==> src/rtl/busfence_pkg.sv <==
package busfence_pkg;
    typedef enum logic [0:0] {
        FENCE_IDLE = 1'b0,
        FENCE_WAIT = 1'b1
    } fence_state_e;
endpackage

==> src/rtl/busfence_match.sv <==
// Per-line completion test: a line is satisfied when unselected or when its
// acknowledge equals the requested fence level.
module busfence_match #(
    parameter int WIDTH = 32
) (
    input  logic [WIDTH-1:0] mask,
    input  logic [WIDTH-1:0] ack,
    input  logic             want_high,
    output logic             met
);
    logic [WIDTH-1:0] line_ok;

    for (genvar i = 0; i < WIDTH; i++) begin : g_line
        assign line_ok[i] = !mask[i] || (ack[i] == want_high);
    end

    assign met = &line_ok;
endmodule

==> src/rtl/busfence_timer.sv <==
// Counts edges spent waiting; flags the last permitted edge.
module busfence_timer #(
    parameter int LIMIT = 12500
) (
    input  logic clk,
    input  logic rst_n,
    input  logic run,
    output logic expired
);
    localparam int CW = $clog2(LIMIT + 1);
    localparam logic [CW-1:0] LAST = CW'(LIMIT - 1);

    logic [CW-1:0] cnt_d, cnt_q;

    always_comb begin
        cnt_d = '0;
        if (run) begin
            cnt_d = (cnt_q == LAST) ? cnt_q : cnt_q + 1'b1;
        end
    end

    always_ff @(posedge clk or negedge rst_n) begin
        if (!rst_n) cnt_q <= '0;
        else        cnt_q <= cnt_d;
    end

    assign expired = run && (cnt_q == LAST);
endmodule

==> src/rtl/busfence_ctrl.sv <==
module busfence_ctrl #(
    parameter int WIDTH          = 32,
    parameter int TIMEOUT_CYCLES = 12500
) (
    input  logic             clk,
    input  logic             rst_n,
    input  logic             cmd_valid,
    input  logic             cmd_raise,
    input  logic [WIDTH-1:0] cmd_mask,
    input  logic [WIDTH-1:0] fence_ack,
    output logic [WIDTH-1:0] fence_req,
    output logic             busy,
    output logic             done,
    output logic             err
);
    import busfence_pkg::*;

    typedef struct packed {
        fence_state_e     state;
        logic [WIDTH-1:0] req;
        logic [WIDTH-1:0] mask;
        logic             raise;
        logic             done;
        logic             err;
    } ctrl_t;

    ctrl_t ctl_d, ctl_q;
    logic  cond_met;
    logic  time_up;

    busfence_match #(.WIDTH(WIDTH)) u_match (
        .mask      (ctl_q.mask),
        .ack       (fence_ack),
        .want_high (ctl_q.raise),
        .met       (cond_met)
    );

    busfence_timer #(.LIMIT(TIMEOUT_CYCLES)) u_timer (
        .clk     (clk),
        .rst_n   (rst_n),
        .run     (ctl_q.state == FENCE_WAIT),
        .expired (time_up)
    );

    always_comb begin
        ctl_d      = ctl_q;
        ctl_d.done = 1'b0;
        ctl_d.err  = 1'b0;
        unique case (ctl_q.state)
            FENCE_IDLE: begin
                if (cmd_valid) begin
                    if (cmd_mask == '0) begin
                        ctl_d.done = 1'b1;
                    end else begin
                        ctl_d.state = FENCE_WAIT;
                        ctl_d.mask  = cmd_mask;
                        ctl_d.raise = cmd_raise;
                        ctl_d.req   = cmd_raise ? (ctl_q.req | cmd_mask)
                                                : (ctl_q.req & ~cmd_mask);
                    end
                end
            end
            FENCE_WAIT: begin
                if (cond_met) begin
                    ctl_d.state = FENCE_IDLE;
                    ctl_d.done  = 1'b1;
                end else if (time_up) begin
                    ctl_d.state = FENCE_IDLE;
                    ctl_d.done  = 1'b1;
                    ctl_d.err   = 1'b1;
                end
            end
            default: ctl_d.state = FENCE_IDLE;
        endcase
    end

    always_ff @(posedge clk or negedge rst_n) begin
        if (!rst_n) begin
            ctl_q <= '{state: FENCE_IDLE, req: '0, mask: '0,
                       raise: 1'b0, done: 1'b0, err: 1'b0};
        end else begin
            ctl_q <= ctl_d;
        end
    end

    assign fence_req = ctl_q.req;
    assign busy      = (ctl_q.state == FENCE_WAIT);
    assign done      = ctl_q.done;
    assign err       = ctl_q.err;
endmodule

==> config.mk <==
export PLATFORM = sky130hd
export DESIGN_NAME = busfence_ctrl
export DESIGN_NICKNAME = d
export VERILOG_FILES = /design/src/rtl/busfence_pkg.sv /design/src/rtl/busfence_match.sv /design/src/rtl/busfence_timer.sv /design/src/rtl/busfence_ctrl.sv
export SDC_FILE = /design/constraint.sdc
export NUM_CORES = 1
export LEC_CHECK = 0
export BUFFER_PORTS_ARGS = -buffer_cell sky130_fd_sc_hd__buf_2
export CAP_MARGIN = 20
export CORE_MARGIN = 4
export CORE_UTILIZATION = 35
export CTS_BUF_LIST = sky130_fd_sc_hd__clkbuf_8
export CTS_CLUSTER_SIZE = 14
export DETAILED_ROUTE_END_ITERATION = 10
export PLACE_DENSITY = 0.63
export SETUP_SLACK_MARGIN = 0.1
export SYNTH_ARGS = -nofsm -noshare
export SYNTH_HDL_FRONTEND = slang
export SYNTH_HIERARCHICAL = 1
export SYNTH_SLANG_ARGS = --single-unit
export TNS_END_PERCENT = 5
==> constraint.sdc <==
create_clock -name clk -period 4.8 [get_ports clk]
set_input_delay 0 -clock clk [delete_from_list [all_inputs] [get_ports clk]]
set_output_delay 0 -clock clk [all_outputs]
set_load 0.01 [all_outputs]
# Word-level counts from Yosys, hierarchy flattened
# Index checks and enable logic that the tools add are counted.
[totals]
register_bits = 82
inputBits = 68
output_inout_bits = 35
word_cells = 129
[classes]
addsub = 1
eq_ne = 34
muxes = 14
bitwise = 5
n_reduce_logical = 68
[op_table]
columns = ["cell", "n"]
rows = [
  ["$mux W67", 1],
  ["$mux W66", 1],
  ["$and A32 B32 Y32", 1],
  ["$eq A1 B1 Y1", 32],
  ["$logic_not A1 Y1", 32],
  ["$logic_not A32 Y1", 1],
  ["$logic_or A1 B1 Y1", 32],
  ["$mux W32", 1],
  ["$not A32 Y32", 1],
  ["$or A32 B32 Y32", 1],
  ["$reduce_and A32 Y1", 1],
  ["$mux W14", 2],
  ["$add A14 B1 Y14 const B", 1],
  ["$eq A14 B14 Y1 const B", 1],
  ["$mux W1", 6],
  ["$pmux W1 S2", 2],
  ["$reduce_and A3 Y1", 1],
  ["$mux W2", 1],
  ["$ne A2 B2 Y1 const B", 1],
  ["$not A1 Y1", 2],
  ["$logic_and A1 B1 Y1", 1],
]

# Longest topological paths before layout
# Gate-level depths: netlist (run 1).
[depth]
word_depth = 6
ltp_mapped = 8
ltp_nobuf = 8

# By module
# The synthesis (run 1) kept the hierarchy.
[modules_own_cells]
columns = ["module", "n_inst", "cells_each", "area_per_inst_um2", "seq_area_each_um2"]
rows = [
  ["busfence_ctrl", 1, 227, 2921.6, 1701.6],
  ["busfence_timer", 1, 78, 763.2, 350.3],
  ["busfence_match", 1, 73, 452.9, 0.0],
]

# Least setup slack after synthesis (run 1)
# Ideal clock, no wire load.
[synth_path]
path_kind = "register to register"
from = "register u_timer.cnt_q[0]"
to = "register ctl_q, in the netlist done"
setup_ns = 0.065
t_arrival_ns = 1.795
t_required_ns = 4.735
path_slack_ns = 2.940
path_stages_with_launch = 8
synth_period_minus_slack_ns = 1.860
cell_sequence = "dfrtp_1 ha_1 or4b_4 nor4_4 and2_2 nor2_1 nand2_1 o21a_1"
[synth_rtl]
columns = ["item", "line", "source"]
rows = [
  ["from (decl)", "busfence_timer.sv:13", "logic [CW-1:0] cnt_d, cnt_q;"],
  ["from (signal assigned)", "busfence_timer.sv:24", "else cnt_q <= cnt_d;"],
  ["to (signal assigned)", "busfence_ctrl.sv:79", "ctl_q <= '{state: FENCE_IDLE, req: '0, mask: '0,"],
  ["to (signal assigned)", "busfence_ctrl.sv:82", "ctl_q <= ctl_d;"],
  ["to (decl)", "busfence_ctrl.sv:27", "ctrl_t ctl_d, ctl_q;"],
]

# Worst setup path after layout (run 1)
[layout_path]
from = "input port cmd_mask[0]"
to = "register ctl_q[2] (netlist name)"
[layout_between]
elab_chain_len = 3
[layout_lines]
columns = ["item", "line", "source"]
rows = [
  ["from (decl)", "busfence_ctrl.sv:9", "input logic [WIDTH-1:0] cmd_mask,"],
  ["$logic_not A32 Y1", "busfence_ctrl.sv:52", "if (cmd_mask == '0) begin"],
  ["$not A1 Y1 (no source line)", "--", ""],
  ["$reduce_and A3 Y1 (no source line)", "--", ""],
]
# No other way between the ends.
# A chain may end at the register's enable or synchronous reset.

==> impl_metrics.yaml, run 1 <==
status:
  status: "completed"
logic_synthesis:
  synth_most_common_cell: "dfrtp_1"
  ys_ff_latch: 82
  synth_edf_count: 0
  synth_top_cell_area_share_pct: 49.6
  synth_area_per_cell_um2: 10.9
  syn_inst: 378
  yosys-top-cells-count: "82 x dfrtp_1, 46 x nand2_1, 35 x inv_1"
  synth_nets: 447
  async_flop_share_pct: 100
  yosysSeqAreaShare_pct: 49.6
  synth_cell_types: 43
  dominantRegCellSynth: "dfrtp_1"
  yosysWarnings: 6
  netlist_area_um2: 4140
  ys_top_cells_by_area: "dfrtp_1 50%, mux2_2 9.0%, buf_4 5.8%"
  yosysTopAreaCell: "dfrtp_1"
global_route:
  grt_pass1_vias: 3320
  grt_usage_pct: 16.7
  grt_max_degree: 83
  met1_usage_pct: 21.7
  gr-max-usage-layer: "met2"
  grt_overflow: 0
  met2_usage_pct: 26.5
  grt_antenna_before_repair: 0
  globalRouteMet3Util_pct: 3.83
  grt_pass1_wl_um: 17300
pwr:
  peakVddDrop_mv: 0.250
  p_per_area_nw_per_um2: 526
  leakagePower_uw: 0.00238
placed_design:
  gp_routability_congestion: 0.918
  dpl.hpwl_um: 8210
  io_buffers: 102
floorplanning:
  core_area_um2: 11500
  die_x_um: 117
  io_pins: 103
  die_area_um2: 13600
  initial_core_util_pct: 35.9
  row_count: 39
  die_h_um: 117
detailed_routing:
  dr.pass1.iters: 4
  via_per_inst: 5.25
  vias: 3266
  postRouteWirelength_um: 11100
  ant_nets: 0
  drc: 0
  wl_per_cell_um: 17.8
  drt_iter0_markers: 196
worst_setup_path:
  required_ns: 5.04
  slowest_stage: "o21ai_4"
  start_kind: "primary input"
  r2r_slack_ns: 2.68
  cp.buffers_inverters: 2
  max_stage_delay_ns: 0.74
  timing.rr.end: "done"
  cp_max_fo: 34
  reg2reg_depth: 7
  critPathKind: "primary input to register"
  cp_cell_sequence: "dlygate4sd3_1, buf_2, nor4_1, nand4_1, o21ai_4, mux2_2"
  cp.depth: 6
  crit_path_end_kind: "register"
  r2r-start: "u_timer/cnt_q[0]"
  crit_family: "simple AND/OR/NAND/NOR gates"
  arrival_ns: 2.66
timing:
  slew_violations: 0
  worst_slew_pin_slew_ns: 0.868
  worst_hold_slack_ns: 0.0201
  tns_ns: 0
  hold_viol_final: 0
  slew_headroom_pct: 41.9
  fmax_mhz: 414
  setup_viol: 0
  skew_ns: 0.00988
  rsz0062_at_grt: "false"
  finalCritPeriodShare_pct: 50.3
  layout_min_cycle_time_ns: 2.41
clock_network:
  clk_pin_slew_ns: 0.08
  insertion_delay_ns: 0.36
  clk_path_buf_depth: 2
  cts_hold_buffers: 24
  cts-root-buf: "clkbuf_8"
  cts_resized: 0
  cts_tree: "built"
  cts-htree-levels: 3
  cts.sinks: 82
  post_cts_buffers: 0
  numCtsBuffers: 9
worst_hold_path:
  worstHoldStart: "cmd_mask[20]"
  hold_path_class: "primary input to register"
  hold_depth: 3
cells_and_area:
  syn_to_final_growth_pct: 20.4
  drive_gt1_share_pct: 37.9
  nets: 541
run:
  cap_violations: 0
==> cell type report <==
cell class,instances,area (µm²)
Clock inverter,6,26.3
Clock buffer,10,138
Timing Repair Buffer,128,801
Fill cell,1111,6540
Sequential cell,82,2050
Inverter,35,131
Tap cell,143,179
Multi-Input combinational cell,216,1650
Antenna cell,2,5.00
==> layout by cell type (no fill, tap or decap), drive strengths merged, types with 3 or more instances in the layout <==
cell type,n
buf,104
dfrtp,82
nand2,46
inv,38
mux2,33
dlygate4sd3,24
a22o,19
a21bo,17
nor4,16
o22ai,15
clkbuf,10
a22oi,8
a21oi,6
nand4,6
a221oi,6
nand3,5
mux2i,5
nand2b,4
o31ai,4
nor2,4
or4,4
clkinv,3
o21ai,3
==> where the power goes <==
group,internal (µW),switching [µW]
clock,194,238
combinational,516,453
sequential,982,237
==> kinds of logic after synthesis <==
family | count (synthesis) | share of synthesized area, %
and+or+nand+nor | 95 | 12.5
DFF | 82 | 49.6
AOI/OAI and AO/OA | 80 | 16.3
buffers and inverters | 80 | 10.8
muxes | 38 | 10.2
xor gates and xnor gates | 2 | 0.423
adders and majority gates | 1 | 0.302
==> metrics by stage <==
stage                     utilization, %  std cells  instance area, µm²  power (µW)  setup slack, ns
after floorplan                        -        378                4140        2000             2.94
after global placement              39.3        578                4520        2140             2.36
after detailed placement            39.3        578                4520        2180             2.28
after CTS                           42.8        618                4930        2630             2.26
after global routing                43.2        620                4970        2810             2.27
final                               43.2        622                4980        2620             2.39
==> metal layers <==
metal / vias up / wire (µm) / share of wire (%)
li1: 1516 / - / -
met4: 0 / 289 / 2.6
met1: 1619 / 4780 / 43
met5: - / 0 / 0
met3: 24 / 621 / 5.6
met2: 107 / 5370 / 49
==> worst max-delay path by stage <==
stage | from | endpoint | slack, ns
6_report | cmd_mask[0] | ctl_q[2] | 2.39
5_1_grt | cmd_mask[0] | ctl_q[2] | 2.27
4_1_cts | busy | ctl_q[2] | 2.26
2_1_floorplan | u_timer/cnt_q[0] | done | 2.94
3_3_place_gp | busy | ctl_q[2] | 2.36
3_5_place_dp | busy | ctl_q[2] | 2.28
==> worst register-to-register path, delay by kind of cell, from the launching register on <==
family,cells,cell delay [ns]
compound gates,1,0.17
fa+ha+maj,1,0.25
simple gates,5,1.23
flops,1,0.40
Note: power is estimated with default switching activity, not from simulation.
==> run 2: changes to the inputs <==
- ABC_AREA: unset -> 1
- PLACE_DENSITY: 0.63 -> 0.62
- clock period: 4.8 -> 2.4 ns (I/O delays scaled with it)
==> impl_metrics.yaml, run 2 <==
detailed_routing:
  ant_nets: 0
  dr.pass1.iters: 5
  drc: 0
  vias: 4257
  postRouteWirelength_um: 12100
  wl_per_cell_um: 12.9
  drt_iter0_markers: 178
  via_per_inst: 4.52
logic_synthesis:
  synth_nets: 732
  ys_ff_latch: 82
  syn_inst: 663
  synth_edf_count: 0
  yosysSeqAreaShare_pct: 43.3
  async_flop_share_pct: 100
  dominantRegCellSynth: "dfrtp_1"
  yosysWarnings: 6
  synth_top_cell_area_share_pct: 43.3
  synth_cell_types: 24
  yosysTopAreaCell: "dfrtp_1"
  synth_area_per_cell_um2: 7.14
  synth_most_common_cell: "nand2_1"
  yosys-top-cells-count: "250 x nand2_1, 103 x nor2_1, 82 x dfrtp_1"
  ys_top_cells_by_area: "dfrtp_1 43%, nand2_1 20%, nor2_1 8.2%"
  netlist_area_um2: 4740
timing:
  worst_slew_pin_slew_ns: 0.687
  slew_violations: 0
  fin_ws_ns: 0.550
  hold_viol_final: 0
  finalCritPeriodShare_pct: 77.1
  setup_viol: 0
  layout_min_cycle_time_ns: 1.85
  fmax_mhz: 541
  tns_ns: 0
  skew_ns: 0.00857
  rsz0062_at_grt: "false"
  slew_headroom_pct: 54.2
run:
  cap_violations: 0
pwr:
  leakagePower_uw: 0.00308
  peakVddDrop_mv: 0.466
  total_power_uw: 5740
  p_per_area_nw_per_um2: 1010
global_route:
  grt_pass1_vias: 4074
  grt_max_degree: 66
  grt_pass1_wl_um: 20200
  grt_antenna_before_repair: 1
  grt_usage_pct: 16.0
  grt_overflow: 0
placed_design:
  gp_routability_congestion: 0.837
  io_buffers: 102
  pre_cts_ws_ns: 0.709
  dpl.hpwl_um: 8740
  dpl.cell_count: 890
clock_network:
  cts.sinks: 82
  clk_pin_slew_ns: 0.08
  post_cts_buffers: 0
  cts-root-buf: "clkbuf_8"
  cts_resized: 0
  cts_hold_buffers: 34
  cts_tree: "built"
  cts-htree-levels: 3
  numCtsBuffers: 9
  insertion_delay_ns: 0.36
  clk_path_buf_depth: 2
cells_and_area:
  drive_gt1_share_pct: 20.9
  nets: 828
  syn_to_final_growth_pct: 20.3
  final_cell_mix: "250 x nand2_1, 102 x nor2_1, 101 x buf_2"
  final_common_cell: "nand2_1"
  final_cells: 941
  fillers: 1414
floorplanning:
  io_pins: 103
  initial_core_util_pct: 35.8
  core_area_um2: 13200
  die_x_um: 124
  die_h_um: 124
  die_area_um2: 15500
  row_count: 42
worst_setup_path:
  cp_max_fo: 65
  critPathKind: "primary input to register"
  crit_path_end_kind: "register"
  required_ns: 2.66
  arrival_ns: 2.11
  reg2reg_depth: 11
  start_kind: "primary input"
status:
  status: "completed"
worst_hold_path:
  hold_path_class: "primary input to asynchronous set/reset pin"
-- run 2: changes by cell type after synthesis, sizes merged, moves of 11 or more --
cell	delta
a21bo	-17
a22o	-19
buf	+21
inv	+11
mux2	-33
nand2	+210
nand3	+45
nand4	+33
nor2	+109
nor4	-16
o22ai	-15
-- run 2: final cells by class --
| type | instances | area (µm²) | area share (%) |
|---|---|---|---|
| diodes | 1 | 2.50 | 0.0439 |
| clock buffers | 10 | 138 | 2.41 |
| clock inverters | 6 | 87.6 | 1.54 |
| inverters | 46 | 173 | 3.03 |
| multi-input cells | 475 | 2090 | 36.7 |
| flip-flops and latches | 82 | 2050 | 36.0 |
| well taps | 176 | 220 | 3.86 |
| repair buffers | 145 | 933 | 16.4 |
-- run 2: through the flow --
step	utilization [%]	hold WS, ns	cell area, µm²
3_3_place_gp	38.7	0.0719	5130
3_5_place_dp	38.7	0.0750	5130
5_1_grt	43.0	0.226	5700
2_1_floorplan	-	-0.296	4740
6_report	43.0	0.193	5700
4_1_cts	43.0	0.198	5700
-- run 2: path summary, 6_finish.rpt --
kind | end | from | slack [ns]
max | register | cmd_mask[4] | 0.55
min | u_timer/cnt_q[4] | rst_n | 0.19
min reg2reg | register | register | 0.47
max in group asynchronous | ctl_q[17] | rst_n | 1.58
max reg2reg | done | ctl_q[2] | 0.74
min in group clk | ctl_q[2] | cmd_raise | 0.23
-- run 2: where the power goes --
| part | internal [µW] | total (µW) | switching (µW) |
|---|---|---|---|
| logic | 891 | 2250 | 1360 |
| clock network | 616 | 1140 | 525 |
| registers | 1980 | 2340 | 367 |
-- run 2: metal layers --
layer	wire length, µm	track usage (%)	part of all wire, %
met5	7	0	0.058
met4	157	4.06	1.3
met3	617	4.97	5.1
met2	5730	26.6	47
met1	5610	20.4	46
-- run 2: worst max-delay path, stage by stage --
cell and delay, ns:
dlygate4sd3_1 0.52, buf_2 0.13, nor2_1 0.04, and2_1 0.17, nand2_1 0.10, nor2_2 0.07, nand2_2 0.07, buf_4 0.54
nand3_1 0.27, nand2_1 0.11, nand2_1 0.05
-- run 2: logic make-up after synthesis --
| family | synth area share [%] |
|---|---|
| simple gates | 42.6 |
| buf+inv | 12.7 |
| flops | 43.3 |
| compound gates | 1.16 |
| fa+ha+maj | 0.264 |
==> run 3: changes to the inputs <==
- ABC_AREA: 1 -> 0
- PLACE_DENSITY: 0.62 -> 0.63
- clock period: 2.4 -> 1.78 ns (I/O delays scaled with it)
==> impl_metrics.yaml, run 3 (synthesis results as in run 1) <==
clock_network:
  cts.sinks: 82
  insertion_delay_ns: 0.36
  cts_tree: "built"
  cts-root-buf: "clkbuf_8"
  numCtsBuffers: 9
  cts-htree-levels: 3
  clk_pin_slew_ns: 0.09
  clk_path_buf_depth: 2
timing:
  fmax_mhz: 592
  slew_headroom_pct: 61.5
  skew_ns: 0.00610
  worst_slew_pin_slew_ns: 0.577
  finalCritPeriodShare_pct: 94.9
  worst_hold_slack_ns: 0.0197
  rsz0062_at_grt: "true"
  hold_viol_final: 0
  layout_min_cycle_time_ns: 1.69
  setup_viol: 0
  slew_violations: 0
placed_design:
  gp_routability_congestion: 0.924
  io_buffers: 102
  dpl.cell_count: 590
  dpl.hpwl_um: 8420
floorplanning:
  die_area_um2: 13600
  row_count: 39
  initial_core_util_pct: 35.9
  io_pins: 103
  core_area_um2: 11500
  die_x_um: 117
  die_h_um: 117
cells_and_area:
  final_cell_mix: "101 x buf_2, 82 x dfrtp_1, 46 x nand2_1"
  diodes: 0
  drive_gt1_share_pct: 42.0
  syn_to_final_growth_pct: 24.9
  final_common_cell: "buf_2"
  final_cells: 631
  nets: 552
worst_setup_path:
  r2r-start: "ctl_q[8]"
  required_ns: 2.08
  slowest_stage: "dfrtp_1"
  endpoint: "done"
  start_kind: "register"
  critPathKind: "register to register"
  r2r_slack_ns: 0.09
  crit_path_start: "ctl_q[8]"
  cp_cell_sequence: "a22o_1, a221oi_2, nand4_1, nor4_2, a41o_1, nor2_2, nand2_1, o21a_1"
  cp_max_fo: 3
  reg2reg_depth: 8
  timing.rr.end: "done"
  crit_path_end_kind: "register"
  arrival_ns: 1.99
  max_stage_delay_ns: 0.40
detailed_routing:
  postRouteWirelength_um: 11200
  drt_iter0_markers: 144
  wl_per_cell_um: 17.7
  dr.pass1.iters: 4
  via_per_inst: 5.16
  vias: 3256
  ant_nets: 0
  drc: 0
pwr:
  sequentialPowerShare_pct: 43.0
  peakVddDrop_mv: 0.690
  internal-power_uw: 4940
  leakagePower_uw: 0.00244
  p_per_area_nw_per_um2: 1460
  swShare_pct: 34.7
  p_comb_share_pct: 36.7
  pwr-share-clk_pct: 20.2
  p_sw_uw: 2630
global_route:
  grt_pass1_wl_um: 17700
  grt_pass1_vias: 3321
  grt_antenna_before_repair: 0
  grt_max_degree: 41
  grt_overflow: 0
  grt_usage_pct: 17.2
run:
  cap_violations: 0
status:
  status: "completed"
worst_hold_path:
  hold_path_class: "primary input to register"
## run 3: changes by cell type in the layout (fill, tap and decap cells not counted), sizes merged, moves of 15 or more
cell / delta
nor4: +16
nor2: -109
a22o: +19
nand3: -45
o22ai: +15
nand2: -210
a21bo: +17
mux2: +33
nand4: -33
## run 3: final cells by class
cell class              count  area, µm²
fillers                  1109       6350
flip-flops and latches     82       2050
multi-input cells         216       1710
repair buffers            139        877
well taps                 143        179
inverters                  35        131
clock buffers               9        124
clock inverters             7        101
## run 3: metrics by stage
| stage | setup TNS [ns] | setup slack (ns) | cell area, µm² | utilization, % | total power (µW) |
|---|---|---|---|---|---|
| after floorplan | 0 | 0.0533 | 4140 | - | 5390 |
| after global placement | 0 | 0.0919 | 4640 | 40.3 | 5870 |
| after detailed placement | 0 | 0.0470 | 4640 | 40.3 | 5950 |
| after CTS | 0 | 0.0875 | 5120 | 44.5 | 7600 |
| after global routing | -0.0238 | -0.0238 | 5170 | 44.9 | 8100 |
| final | 0 | 0.0901 | 5170 | 44.9 | 7560 |
## run 3: worst min-delay path by stage
stage / startpoint / endpoint / slack [ns] / cells after the start
floorplan: rst_n / asynchronous set/reset pin / -0.30 / 0
global placement: rst_n / asynchronous set/reset pin / -0.08 / 1
detailed placement: rst_n / asynchronous set/reset pin / -0.07 / 1
CTS: cmd_mask[24] / ctl_q[27] / 0.007 / 3
global route: cmd_mask[18] / ctl_q[21] / 0.01 / 3
finish: cmd_mask[24] / ctl_q[27] / 0.02 / 3
## run 3: what timing repair did
| item | CTS | global route |
|---|---|---|
| pin swaps | 1 | 2 |
| hold buffers | 23 | 0 |
| endpoints found under the hold margin | 123 | 0 |
| gates resized for setup | 1 | 9 |
| setup buffers | 2 | 0 |
| endpoints found under the setup margin | 6 | 41 |
## run 3: critical path, delay by kind of cell, from the launching register on
| family | cells | cell delay [ns] |
|---|---|---|
| AO/OA/AOI/OAI | 4 | 0.77 |
| flip-flops | 1 | 0.40 |
| AND/OR/NAND/NOR | 4 | 0.45 |
## run 3: power groups by stage
stage                     Clock, µW  Combinational [µW]  Sequential (µW)
after floorplan                   0                2280             3100
after global placement            0                2620             3250
after detailed placement          0                2680             3280
after CTS                      1560                2780             3250
after global routing           1650                3080             3360
final                          1530                2780             3260
## run 3: per-layer routing
metal / GRT usage (%) / part of all wire, %
met5: 0 / 0
met4: 7.11 / 2.5
met3: 3.11 / 4.7
met2: 27.8 / 49
met1: 22.7 / 44
